**src/rtl/scaler_pkg.sv**
```systemverilog
package scaler_pkg;
  localparam int DIGIT_W = 4;
  typedef logic [DIGIT_W-1:0] bcd_digit_t;
  localparam bcd_digit_t DIGIT_MAX = 4'd9;
endpackage

```
**src/rtl/start_sync.sv**
```systemverilog
module start_sync #(
  parameter int STAGES = 2
) (
  input  logic clk,
  input  logic rst_n,
  input  logic async_i,
  output logic rise_o
);
  logic [STAGES-1:0] chain_q;
  logic              last_q;

  always_ff @(posedge clk or negedge rst_n) begin
    if (!rst_n) chain_q[0] <= 1'b0;
    else        chain_q[0] <= async_i;
  end

  for (genvar s = 1; s < STAGES; s++) begin : g_stage
    always_ff @(posedge clk or negedge rst_n) begin
      if (!rst_n) chain_q[s] <= 1'b0;
      else        chain_q[s] <= chain_q[s-1];
    end
  end

  always_ff @(posedge clk or negedge rst_n) begin
    if (!rst_n) last_q <= 1'b0;
    else        last_q <= chain_q[STAGES-1];
  end

  assign rise_o = chain_q[STAGES-1] & ~last_q;

  a_r3_single_rise: assert property (@(posedge clk) disable iff (!rst_n)
    rise_o |=> !rise_o);
endmodule

```
**src/rtl/preset_check.sv**
```systemverilog
module preset_check
  import scaler_pkg::*;
#(
  parameter int NUM_DIGITS = 4
) (
  input  logic [NUM_DIGITS*DIGIT_W-1:0] value_i,
  output logic                          valid_o
);
  logic [NUM_DIGITS-1:0] digit_ok;
  logic [NUM_DIGITS-1:0] digit_zero;
  logic                  upper_zero;
  logic                  low_small;

  for (genvar d = 0; d < NUM_DIGITS; d++) begin : g_digit
    bcd_digit_t dig;
    assign dig           = value_i[d*DIGIT_W +: DIGIT_W];
    assign digit_ok[d]   = (dig <= DIGIT_MAX);
    assign digit_zero[d] = (dig == '0);
  end

  if (NUM_DIGITS > 1) begin : g_upper
    assign upper_zero = &digit_zero[NUM_DIGITS-1:1];
  end else begin : g_single
    assign upper_zero = 1'b1;
  end

  always_comb begin
    low_small = (value_i[DIGIT_W-1:0] < bcd_digit_t'(2));
    valid_o   = (&digit_ok) & ~(upper_zero & low_small);
  end
endmodule

```
**src/rtl/bcd_down_counter.sv**
```systemverilog
module bcd_down_counter
  import scaler_pkg::*;
#(
  parameter int NUM_DIGITS = 4
) (
  input  logic                          clk,
  input  logic                          rst_n,
  input  logic                          load_en,
  input  logic [NUM_DIGITS*DIGIT_W-1:0] load_val,
  input  logic                          dec_en,
  output logic [NUM_DIGITS*DIGIT_W-1:0] count_o,
  output logic                          at_one_o
);
  localparam int CW = NUM_DIGITS * DIGIT_W;

  logic [CW-1:0]         cnt_q, cnt_d;
  logic [NUM_DIGITS-1:0] zero_vec;
  logic [NUM_DIGITS-1:0] borrow_in;
  logic [CW-1:0]         dec_val;

  // parallel borrow: each digit looks at all lower digits at once
  for (genvar d = 0; d < NUM_DIGITS; d++) begin : g_dig
    bcd_digit_t cur;
    assign cur         = cnt_q[d*DIGIT_W +: DIGIT_W];
    assign zero_vec[d] = (cur == '0);
    if (d == 0) begin : g_lsd
      assign borrow_in[d] = 1'b1;
    end else begin : g_hsd
      assign borrow_in[d] = &zero_vec[d-1:0];
    end
    always_comb begin
      if (!borrow_in[d])       dec_val[d*DIGIT_W +: DIGIT_W] = cur;
      else if (zero_vec[d])    dec_val[d*DIGIT_W +: DIGIT_W] = DIGIT_MAX;
      else                     dec_val[d*DIGIT_W +: DIGIT_W] = cur - 1'b1;
    end
  end

  always_comb begin
    cnt_d = cnt_q;
    if (load_en)     cnt_d = load_val;
    else if (dec_en) cnt_d = dec_val;
  end

  always_ff @(posedge clk or negedge rst_n) begin
    if (!rst_n)                cnt_q <= '0;
    else if (load_en | dec_en) cnt_q <= cnt_d;
  end

  if (NUM_DIGITS > 1) begin : g_one_multi
    assign at_one_o = (&zero_vec[NUM_DIGITS-1:1]) &
                      (cnt_q[DIGIT_W-1:0] == bcd_digit_t'(1));
  end else begin : g_one_single
    assign at_one_o = (cnt_q[DIGIT_W-1:0] == bcd_digit_t'(1));
  end

  assign count_o = cnt_q;

  a_r4_lsd_step: assert property (@(posedge clk) disable iff (!rst_n)
    (dec_en && !load_en) |=>
      (($past(cnt_q[DIGIT_W-1:0]) == '0) ? (cnt_q[DIGIT_W-1:0] == DIGIT_MAX)
                                         : (cnt_q[DIGIT_W-1:0] == $past(cnt_q[DIGIT_W-1:0]) - 1'b1)));
  a_r4_hold_idle: assert property (@(posedge clk) disable iff (!rst_n)
    (!dec_en && !load_en) |=> $stable(cnt_q));
endmodule

```
**src/rtl/preset_decade_scaler.sv**
```systemverilog
module preset_decade_scaler
  import scaler_pkg::*;
#(
  parameter int NUM_DIGITS  = 4,
  parameter int SYNC_STAGES = 2
) (
  input  logic                          clk,
  input  logic                          rst_n,
  input  logic                          start_i,
  input  logic                          disable_i,
  input  logic [NUM_DIGITS*DIGIT_W-1:0] preset_i,
  output logic                          pulse_o,
  output logic                          running_o,
  output logic                          error_o,
  output logic [NUM_DIGITS*DIGIT_W-1:0] count_o
);
  localparam int CW = NUM_DIGITS * DIGIT_W;

  logic          trig;
  logic          preset_ok;
  logic          at_one;
  logic          running_q, running_d;
  logic          pulse_q, pulse_d;
  logic          error_q;
  logic [CW-1:0] held_q;
  logic          capture_en;
  logic          load_en, dec_en;
  logic [CW-1:0] load_val;

  start_sync #(.STAGES(SYNC_STAGES)) u_sync (
    .clk     (clk),
    .rst_n   (rst_n),
    .async_i (start_i),
    .rise_o  (trig)
  );

  preset_check #(.NUM_DIGITS(NUM_DIGITS)) u_check (
    .value_i (preset_i),
    .valid_o (preset_ok)
  );

  bcd_down_counter #(.NUM_DIGITS(NUM_DIGITS)) u_cnt (
    .clk      (clk),
    .rst_n    (rst_n),
    .load_en  (load_en),
    .load_val (load_val),
    .dec_en   (dec_en),
    .count_o  (count_o),
    .at_one_o (at_one)
  );

  always_comb begin
    running_d  = running_q;
    pulse_d    = 1'b0;
    capture_en = 1'b0;
    if (disable_i) begin
      running_d = 1'b0;
    end else if (running_q) begin
      pulse_d = at_one;
    end else if (trig && preset_ok) begin
      running_d  = 1'b1;
      capture_en = 1'b1;
    end
    load_en  = ~running_q | disable_i | at_one;
    dec_en   = running_q & ~disable_i & ~at_one;
    load_val = (running_q & ~disable_i) ? held_q : preset_i;
  end

  always_ff @(posedge clk or negedge rst_n) begin
    if (!rst_n) begin
      running_q <= 1'b0;
      pulse_q   <= 1'b0;
      error_q   <= 1'b0;
    end else begin
      running_q <= running_d;
      pulse_q   <= pulse_d;
      error_q   <= ~preset_ok;
    end
  end

  always_ff @(posedge clk or negedge rst_n) begin
    if (!rst_n)          held_q <= '0;
    else if (capture_en) held_q <= preset_i;
  end

  assign pulse_o   = pulse_q;
  assign running_o = running_q;
  assign error_o   = error_q;

  a_r5_single_pulse: assert property (@(posedge clk) disable iff (!rst_n)
    pulse_q |=> !pulse_q);
  a_r5_reload_value: assert property (@(posedge clk) disable iff (!rst_n)
    pulse_q |-> (count_o == held_q));
  a_r7_disable_stops: assert property (@(posedge clk) disable iff (!rst_n)
    disable_i |=> (!running_q && !pulse_q));
  a_r2_start_needs_valid: assert property (@(posedge clk) disable iff (!rst_n)
    $rose(running_q) |-> $past(preset_ok));
  a_r8_held_stable: assert property (@(posedge clk) disable iff (!rst_n)
    (running_q && $past(running_q)) |-> $stable(held_q));
endmodule

```
**config.mk**
```make
export PLATFORM = sky130hd
export DESIGN_NAME = preset_decade_scaler
export DESIGN_NICKNAME = d
export VERILOG_FILES = /design/src/rtl/scaler_pkg.sv /design/src/rtl/start_sync.sv /design/src/rtl/preset_check.sv /design/src/rtl/bcd_down_counter.sv /design/src/rtl/preset_decade_scaler.sv
export SDC_FILE = /design/constraint.sdc
export NUM_CORES = 1
export LEC_CHECK = 0
export ABC_AREA = 1
export BUFFER_PORTS_ARGS = -buffer_cell sky130_fd_sc_hd__buf_2
export CAP_MARGIN = 20
export CORE_MARGIN = 4
export CORE_UTILIZATION = 41
export CTS_CLUSTER_DIAMETER = 100
export DETAILED_ROUTE_END_ITERATION = 10
export SYNTH_ARGS = -nofsm -noshare
export SYNTH_HDL_FRONTEND = slang
export SYNTH_SLANG_ARGS = --single-unit
```
**constraint.sdc**
```tcl
create_clock -name clk -period 4.2 [get_ports clk]
set_input_delay 0.84 -clock clk [delete_from_list [all_inputs] [get_ports clk]]
set_output_delay 0.84 -clock clk [all_outputs]
set_load 0.02 [all_outputs]
```
==> results of run 1 <==
-- worst max-delay path, stage by stage --
cell     delay [ns]
buf_2          0.11
inv_2          0.05
nand2_2        0.21
inv_2          0.46
nand2_8        0.18
inv_2          0.17
nand2_1        0.12
nand2_1        0.09
nand2_1        0.05
-- per-stage QoR --
stage	util [%]	power (mW)	hold slack, ns	area (um2)
final	49.5	0.928	0.368	2560
after CTS	49.5	0.944	0.371	2560
after floorplan	-	0.570	0.331	2230
after global placement	47.4	0.632	0.349	2450
after global routing	49.5	0.992	0.395	2560
after detailed placement	47.4	0.634	0.354	2450
-- final timing paths --
path / end / start
worst max-delay path: u_cnt.count_o[13]$_DFFE_PN0P_ / disable_i
worst min-delay path: u_sync.chain_q[1]$_DFF_PN0_ / u_sync.chain_q[0]$_DFF_PN0_
worst max register to register: u_cnt.count_o[13]$_DFFE_PN0P_ / running_o$_DFF_PN0_
worst min register to register: u_sync.chain_q[1]$_DFF_PN0_ / u_sync.chain_q[0]$_DFF_PN0_
max in group asynchronous: held_q[14]$_DFFE_PN0P_ / rst_n
min in group asynchronous: held_q[0]$_DFFE_PN0P_ / rst_n
-- cells by family (layout without fill, tap and decap cells) --
family | Yosys count | count (layout) | synth area share, %
compound gates | 13 | 13 | 3.03
buf+inv | 26 | 65 | 5.73
simple gates | 241 | 241 | 48.5
flops | 38 | 38 | 42.7
-- synthesized netlist by cell type --
master / instances / area [um2]
a21oi_1: 1 / 5.00
buf_12: 1 / 20.0
buf_2: 5 / 25.0
buf_6: 1 / 11.3
clkbuf_1: 1 / 3.75
dfrtp_1: 38 / 951
inv_1: 14 / 52.6
inv_2: 4 / 15.0
nand2_1: 158 / 593
nand2_2: 12 / 75.1
nand2_4: 1 / 11.3
nand2_8: 1 / 20.0
nand3_1: 35 / 175
nand3b_1: 4 / 30.0
nand4_1: 1 / 6.26
nand4_2: 1 / 12.5
nor2_1: 19 / 71.3
nor2_2: 3 / 18.8
nor2_4: 6 / 67.6
o211ai_1: 1 / 7.51
o21ai_0: 8 / 40.0
o21ai_1: 3 / 15.0
-- power breakdown --
| part | switching [mW] | internal, mW |
|---|---|---|
| combinational | 0.108 | 0.0601 |
| clock | 0.127 | 0.175 |
| sequential | 0.0392 | 0.419 |
| total | 0.274 | 0.654 |
-- state kept, by name (all words and copies together) (netlist names) --
name,count
u_sync.chain_q,2
held_q,16
running_o,1
pulse_o,1
error_o,1
u_cnt.count_o,16
u_sync.last_q,1
-- metal layers --
| metal | global-route usage (%) | vias up | share of wire [%] |
|---|---|---|---|
| li1 | - | 1072 | - |
| met1 | 23.8 | 902 | 47 |
| met2 | 28.8 | 51 | 48 |
| met3 | 3.84 | 2 | 5.0 |
| met4 | 3.99 | 0 | 0.47 |
| met5 | 0 | - | 0 |
-- layout make-up --
type | instances | area, um2
clock buffer | 5 | 68.8
clock inverter | 3 | 40.0
fill | 541 | 2610
inverter | 18 | 67.6
multi-input combinational | 254 | 1150
sequential | 38 | 951
tap | 70 | 87.6
timing repair buffer | 39 | 198
==> out/results.tsv, run 1 <==
stage	metric	value	unit
outcome	status	complete, no violations	
global_routing	first-pass GRT wire length	8.98	mm
floorplan	core area	5170	um2
timing	Final Hold Fails	0	
worst_hold_path	Hold WC Path Type	flop to flop	
timing	final setup vio count	0	
global_routing	largest net degree at the start of global routing	39	
logic_synthesis	mapped cell area	2230	um2
power_and_ir_drop	Static Leak	1.42	nW
critical_path	flop2flop setup slack	2.39	ns
timing	f_max	474	MHz
detailed_routing	total vias in the final route	2027	
layout	commonest non-fill, non-tap cell in the layout	nand2_1	
layout	layout cells sized above 1	21.0	%
logic_synthesis	synth unique cells	22	
clock_network	CTS resizes	0	
logic_synthesis	Seq cells post-synth	38	
clock_network	setup repair bufs after CTS	0	
global_routing	number of global-route vias before repair	1927	
logic_synthesis	Synthesized Nets	338	
clock_network	clock latency on the worst-skew pair	0.28	ns
detailed_routing	DRT antenna net count	0	
detailed_routing	WL final	5.27	mm
timing	setup ws final	2.09	ns
clock_network	CTS sink count	38	
floorplan	Top Ports	39	
layout	synthesis-to-layout area growth	15.0	%
clock_network	clock tree buffer depth	2	
power_and_ir_drop	maximum VDD drop	0.156	mV
critical_path	R2R depth	7	
power_and_ir_drop	Cell Pwr Density	362	nW/um2
placed_design	I/O Buffers	38	
critical_path	Critical Path End Type	flop	
floorplan	Die Wd	81.7	um
timing	Final Cycle Share	50.3	%
clock_network	Post-CTS Hold Buffers	0	
floorplan	Placement Rows	26	
detailed_routing	Iteration-0 DRC Markers	93	
global_routing	GRT Total Usage	17.6	%
timing	Worst slew margin	43.0	%
critical_path	Setup CP Type	input port to flop	
global_routing	initial antenna violation count	0	
logic_synthesis	Mean Syn Cell Area	7.00	um2
placed_design	routability cong.	0.809	
critical_path	CP Max Fanout	27	
timing	Tmin final	2.11	ns
logic_synthesis	synthesis warning total	0	
detailed_routing	drt first pass iters	4	
worst_hold_path	Hold Path Depth	0	
detailed_routing	DRC Markers	0	
layout	diode count	0	
floorplan	die footprint	6670	um2
critical_path	Worst Setup Start Kind	input port	
placed_design	pre-CTS setup slack	1.79	ns
global_routing	GRT overflow	0	
placed_design	cell count after placement	419	
timing	RSZ-0062 raised after global routing	no	
floorplan	Initial Util	43.1	%
clock_network	CTS Root Cell	clkbuf_8	
flow_run	Max-Cap Viols	0	
clock_network	CTS tree	yes	
critical_path	Worst Path Arrival	2.29	ns
clock_network	TritonCTS Buffers	5	
clock_network	Max H-tree Level	2	
logic_synthesis	post-synthesis sequential area ratio	42.7	%
critical_path	critical path data required time	4.38	ns
timing	worst-case clock skew	0.00635	ns
layout	Post-Layout Cell Count	427	
timing	Fin Setup TNS	0	ns
placed_design	Detail Placement HPWL	3.87	mm
layout	Final nets	376	
timing	Tightest Pin Transition	0.855	ns
logic_synthesis	Syn Inst Count	318	
layout	most frequent cells in the layout	nand2_1, dfrtp_1, buf_2	
detailed_routing	routed length per instance	12.4	um
detailed_routing	vias per cell	4.75	
clock_network	Clock Pin Slew Worst Setup and Hold Paths	0.07	ns
timing	max-slew violation count	0	
floorplan	die outline height	81.7	um
Note: power is estimated with default switching activity, not from simulation.
==> inputs of run 2 (changes only) <==
clock period = 2.1 ns   (was 4.2 ns; I/O delays follow)
==> out/results.tsv, run 2 (synthesis results as in run 1) <==
stage	metric	value	unit	change
flow_run	Max-Cap Viols	0		unchanged
clock_network	CTS Root Cell	clkbuf_8		unchanged
timing	Tmin final	1.62	ns	
detailed_routing	total vias in the final route	2023		was 2027
timing	final setup vio count	0		unchanged
global_routing	largest net degree at the start of global routing	39		unchanged
layout	Final nets	379		was 376
layout	commonest non-fill, non-tap cell in the layout	nand2_1		unchanged
clock_network	clock tree buffer depth	2		unchanged
timing	f_max	618	MHz	
global_routing	number of global-route vias before repair	1972		was 1927
critical_path	CP Max Fanout	16		was 27
critical_path	Worst Setup Start Kind	flop		was input port
power_and_ir_drop	Cell Pwr Density	688	nW/um2	was 362 nW/um2
layout	area occupied by registers	951	um2	unchanged
clock_network	TritonCTS Buffers	5		unchanged
detailed_routing	drt first pass iters	4		unchanged
clock_network	clock latency on the worst-skew pair	0.29	ns	was 0.28 ns
detailed_routing	DRC Markers	0		unchanged
timing	worst-case clock skew	0.00633	ns	was 0.00635 ns
placed_design	I/O Buffers	38		unchanged
timing	setup ws final	0.482	ns	was 2.09 ns
floorplan	die footprint	6670	um2	unchanged
critical_path	critical path data required time	2.33	ns	was 4.38 ns
timing	Tightest Pin Transition	0.451	ns	was 0.855 ns
layout	layout cells sized above 1	21.4	%	was 21.0%
critical_path	R2R depth	9		was 7
floorplan	die outline height	81.7	um	unchanged
floorplan	core area	5170	um2	unchanged
floorplan	Die Wd	81.7	um	unchanged
timing	Worst slew margin	69.9	%	was 43.0%
critical_path	Critical Path End Type	flop		unchanged
timing	max-slew violation count	0		unchanged
clock_network	Clock Pin Slew Worst Setup and Hold Paths	0.08	ns	was 0.07 ns
detailed_routing	vias per cell	4.70		was 4.75
layout	most frequent cells in the layout	nand2_1, dfrtp_1, buf_2		unchanged
floorplan	Placement Rows	26		unchanged
detailed_routing	routed length per instance	12.0	um	was 12.4 um
power_and_ir_drop	maximum VDD drop	0.386	mV	was 0.156 mV
clock_network	setup repair bufs after CTS	0		unchanged
layout	multi-input logic area	1150	um2	unchanged
timing	Final Hold Fails	0		unchanged
power_and_ir_drop	Static Leak	1.42	nW	about the same
detailed_routing	WL final	5.15	mm	was 5.27 mm
placed_design	Detail Placement HPWL	3.78	mm	was 3.87 mm
layout	synthesis-to-layout area growth	15.8	%	was 15.0%
worst_hold_path	Hold WC Path Type	input port to asynchronous set/reset pin		was flop to flop
placed_design	routability cong.	0.853		was 0.809
detailed_routing	DRT antenna net count	0		unchanged
floorplan	Initial Util	43.1	%	unchanged
clock_network	Max H-tree Level	2		unchanged
layout	filler instances	532		was 541
placed_design	pre-CTS setup slack	0.422	ns	was 1.79 ns
detailed_routing	Iteration-0 DRC Markers	139		was 93
global_routing	initial antenna violation count	0		unchanged
clock_network	CTS resizes	0		unchanged
critical_path	Setup CP Type	flop to flop		was input port to flop
global_routing	GRT Total Usage	17.8	%	was 17.6%
timing	RSZ-0062 raised after global routing	no		unchanged
clock_network	Post-CTS Hold Buffers	0		unchanged
critical_path	RR Startpoint	u_cnt.count_o[12]$_DFFE_PN0P_		was running_o$_DFF_PN0_
clock_network	CTS sink count	38		unchanged
critical_path	reg2reg end	u_cnt.count_o[13]$_DFFE_PN0P_		unchanged
clock_network	CTS tree	yes		unchanged
global_routing	GRT overflow	0		unchanged
timing	Fin Setup TNS	0	ns	unchanged
outcome	status	complete, no violations		unchanged
floorplan	Top Ports	39		unchanged
critical_path	Worst Path Arrival	1.85	ns	was 2.29 ns
layout	diode count	0		unchanged
critical_path	flop2flop setup slack	0.48	ns	was 2.39 ns
timing	Final Cycle Share	77.1	%	
global_routing	first-pass GRT wire length	9.15	mm	was 8.98 mm
-- run 2: how the worst max path moves through the flow --
| stage | slack [ns] | from | cells after the start | endpoint |
|---|---|---|---|---|
| after floorplan | 0.63 | u_cnt.count_o[8]$_DFFE_PN0P_ | 9 | u_cnt.count_o[12]$_DFFE_PN0P_ |
| after global placement | 0.43 | preset_i[14] | 7 | held_q[0]$_DFFE_PN0P_ |
| after detailed placement | 0.42 | preset_i[6] | 7 | held_q[8]$_DFFE_PN0P_ |
| after CTS | 0.45 | u_cnt.count_o[12]$_DFFE_PN0P_ | 9 | u_cnt.count_o[13]$_DFFE_PN0P_ |
| after global routing | 0.28 | u_cnt.count_o[12]$_DFFE_PN0P_ | 9 | u_cnt.count_o[13]$_DFFE_PN0P_ |
| final | 0.48 | u_cnt.count_o[12]$_DFFE_PN0P_ | 9 | u_cnt.count_o[13]$_DFFE_PN0P_ |
-- run 2: worst max-delay path: stages, from the launching register on --
cell and delay (ns):
dfrtp_1 0.45, nor2_4 0.16, nand2_1 0.12, nor2_4 0.15, nand2_4 0.13, nand2_8 0.17
inv_2 0.11, nand2_1 0.13, nand2_1 0.07, nand2_1 0.06
-- run 2: layout make-up --
class,instances,area share [%]
sequential,38,36.9
multi-input combinational,254,44.5
timing repair buffer,42,9.02
clock inverter,1,0.194
clock buffer,7,3.35
inverter,18,2.62
tap,70,3.40
-- run 2: power by group --
group          internal [mW]  total, mW  switching, mW
Sequential             0.838      0.915         0.0767
Clock                  0.265      0.522          0.257
Combinational          0.125      0.337          0.212
Total                   1.23       1.77          0.545
-- run 2: through the flow --
stage	std cells	hold WS [ns]	total power [mW]	area, um2	util, %
final	430	0.0825	1.77	2580	49.9
after global routing	430	0.0961	1.89	2580	49.9
after CTS	430	0.0868	1.79	2580	49.9
after detailed placement	422	0.336	1.27	2490	48.1
after global placement	422	0.347	1.26	2490	48.1
after floorplan	318	0.124	1.14	2230	-
-- run 2: layer usage --
metal,wire [um],vias to the layer above,GRT usage (%)
li1,-,1081,-
met1,2480,900,24.3
met2,2370,36,28.4
met3,219,6,3.62
met4,72,0,5.48
met5,0,-,0
==> inputs of run 3 (changes only) <==
clock period = 1.4 ns   (was 2.1 ns; I/O delays follow)
==> out/results.tsv, run 3 (synthesis results as in run 1) <==
stage	metric	value	unit	change
outcome	status	finished with violations		was complete, no violations
outcome	failing checks	setup timing		
detailed_routing	DRT antenna net count	0		unchanged
critical_path	Worst Path Arrival	1.60	ns	was 1.85 ns
global_routing	GRT Total Usage	18.6	%	was 17.8%
layout	post-route cell area	3010	um2	was 2580 um2
layout	layout cells sized above 1	34.6	%	was 21.4%
clock_network	clock tree buffer depth	2		unchanged
clock_network	CTS sink count	38		unchanged
clock_network	clock latency on the worst-skew pair	0.29	ns	about the same
critical_path	critical path startpoint	u_cnt.count_o[1]$_DFF_PN0_		was u_cnt.count_o[12]$_DFFE_PN0P_
clock_network	CTS tree	yes		unchanged
layout	commonest non-fill, non-tap cell in the layout	nand2_1		unchanged
power_and_ir_drop	Static Leak	1.64	nW	was 1.42 nW
power_and_ir_drop	Cell Pwr Density	1050	nW/um2	was 688 nW/um2
floorplan	core area	5170	um2	unchanged
timing	final setup vio count	10		was 0
detailed_routing	total vias in the final route	2198		was 2023
floorplan	Top Ports	39		unchanged
timing	worst-case clock skew	0.00484	ns	was 0.00633 ns
detailed_routing	Iteration-0 DRC Markers	123		was 139
layout	diode count	0		unchanged
timing	Final Hold Fails	0		unchanged
layout	most frequent cells in the layout	nand2_1, buf_2, buf_4		was nand2_1, dfrtp_1, buf_2
critical_path	critical path data required time	1.58	ns	was 2.33 ns
clock_network	CTS Root Cell	clkbuf_8		unchanged
detailed_routing	WL final	5.65	mm	was 5.15 mm
flow_run	Max-Cap Viols	0		unchanged
layout	synthesis-to-layout area growth	35.2	%	was 15.8%
layout	filler instances	507		was 532
layout	Post-Layout Cell Count	466		was 430
worst_hold_path	sink of the worst hold path	u_sync.chain_q[0]$_DFF_PN0_		
timing	max-slew violation count	0		unchanged
timing	Worst slew margin	79.8	%	was 69.9%
worst_hold_path	min-delay src	start_i		
critical_path	CP Max Fanout	7		was 16
timing	Tightest Pin Transition	0.300	ns	was 0.451 ns
global_routing	largest net degree at the start of global routing	39		unchanged
placed_design	cell count after placement	447		was 422
global_routing	initial antenna violation count	0		unchanged
timing	Tmin final	1.42	ns	was 1.62 ns
timing	setup ws final	-0.0204	ns	was 0.482 ns
worst_hold_path	Hold WC Path Type	input port to flop		was input port to asynchronous set/reset pin
critical_path	Critical Path End Type	flop		unchanged
critical_path	Setup CP Type	flop to flop		unchanged
global_routing	first-pass GRT wire length	9.55	mm	was 9.15 mm
placed_design	Cell Area, Placed	2710	um2	was 2490 um2
detailed_routing	DRC Markers	0		unchanged
timing	Final Cycle Share	101	%	was 77.1%
critical_path	Worst Setup Start Kind	flop		unchanged
critical_path	R2R depth	9		unchanged
placed_design	I/O Buffers	38		unchanged
floorplan	Initial Util	43.1	%	unchanged
worst_hold_path	Hold Path Depth	1		
timing	f_max	704	MHz	was 618 MHz
placed_design	Detail Placement HPWL	4.16	mm	was 3.78 mm
clock_network	TritonCTS Buffers	5		unchanged
floorplan	die outline height	81.7	um	unchanged
clock_network	Max H-tree Level	2		unchanged
critical_path	flop2flop setup slack	-0.02	ns	was 0.48 ns
power_and_ir_drop	maximum VDD drop	0.627	mV	was 0.386 mV
detailed_routing	drt first pass iters	5		was 4
floorplan	die footprint	6670	um2	unchanged
floorplan	Die Wd	81.7	um	unchanged
layout	Final nets	415		was 379
detailed_routing	routed length per instance	12.1	um	was 12.0 um
floorplan	Placement Rows	26		unchanged
global_routing	number of global-route vias before repair	2098		was 1972
placed_design	routability cong.	0.870		was 0.853
placed_design	pre-CTS setup slack	-0.0250	ns	was 0.422 ns
timing	RSZ-0062 raised after global routing	yes		was no
critical_path	reg2reg end	u_cnt.count_o[10]$_DFFE_PN0P_		was u_cnt.count_o[13]$_DFFE_PN0P_
global_routing	GRT overflow	0		unchanged
clock_network	Clock Pin Slew Worst Setup and Hold Paths	0.08	ns	about the same
critical_path	RR Startpoint	u_cnt.count_o[1]$_DFF_PN0_		was u_cnt.count_o[12]$_DFFE_PN0P_
detailed_routing	vias per cell	4.72		was 4.70
[run 3: layout make-up]
type / instances / area (um2) / area share [%]
Tap cell: 70 / 87.6 / 2.91
Clock inverter: 2 / 60.1 / 2.00
Multi-Input combinational cell: 254 / 1210 / 40.3
Clock buffer: 6 / 82.6 / 2.74
Timing Repair Buffer: 78 / 538 / 17.9
Inverter: 18 / 67.6 / 2.24
Sequential cell: 38 / 961 / 31.9
[run 3: what timing repair did]
action | 4_1_cts | 5_1_grt
setup endpoints to repair | 9 | 16
pin swaps | 8 | 6
gates resized for setup | 9 | 16
hold buffers | 1 | 0
buffers inserted | 7 | 3
hold endpoints to repair | 38 | 0
[run 3: per-layer routing]
layer	vias up	share of wire [%]	GRT usage, %
li1	1143	-	-
met1	1001	47	25.2
met2	48	47	30.1
met3	6	4.3	3.84
met4	0	1.0	4.98
met5	-	0	0
[run 3: how the worst max path moves through the flow]
stage	depth (start not counted)	endpoint	slack [ns]
CTS	10	u_cnt.count_o[6]$_DFFE_PN0P_	-0.003
floorplan	9	u_cnt.count_o[12]$_DFFE_PN0P_	0.001
finish	9	u_cnt.count_o[10]$_DFFE_PN0P_	-0.02
detailed placement	9	u_cnt.count_o[12]$_DFFE_PN0P_	-0.03
global route	9	u_cnt.count_o[11]$_DFFE_PN0P_	-0.08
global placement	10	u_cnt.count_o[11]$_DFFE_PN0P_	-0.01
[run 3: where the power goes]
part	total, mW	switching [mW]	internal [mW]
clock	1.17	0.408	0.760
sequential	1.36	0.100	1.26
combinational	0.642	0.372	0.270
[run 3: stage by stage]
step,hold slack (ns),power [mW],TNS [ns],utilization [%]
detailed placement,0.264,1.98,-0.0928,52.4
CTS,0.0807,3.17,-0.00434,56.8
global placement,0.261,1.97,-0.0178,52.4
global route,0.0704,3.35,-0.841,58.2
floorplan,-0.0156,1.72,0,-
finish,0.0919,3.17,-0.106,58.2
[run 3: critical path, stage by stage, from the launching register on]
cell	delay [ns]
dfrtp_1	0.42
nor2_1	0.14
nand2_2	0.09
nor2_4	0.15
nand2_4	0.10
buf_4	0.17
nand3b_1	0.08
nand2_1	0.05
nand2_1	0.05
nand2_1	0.05
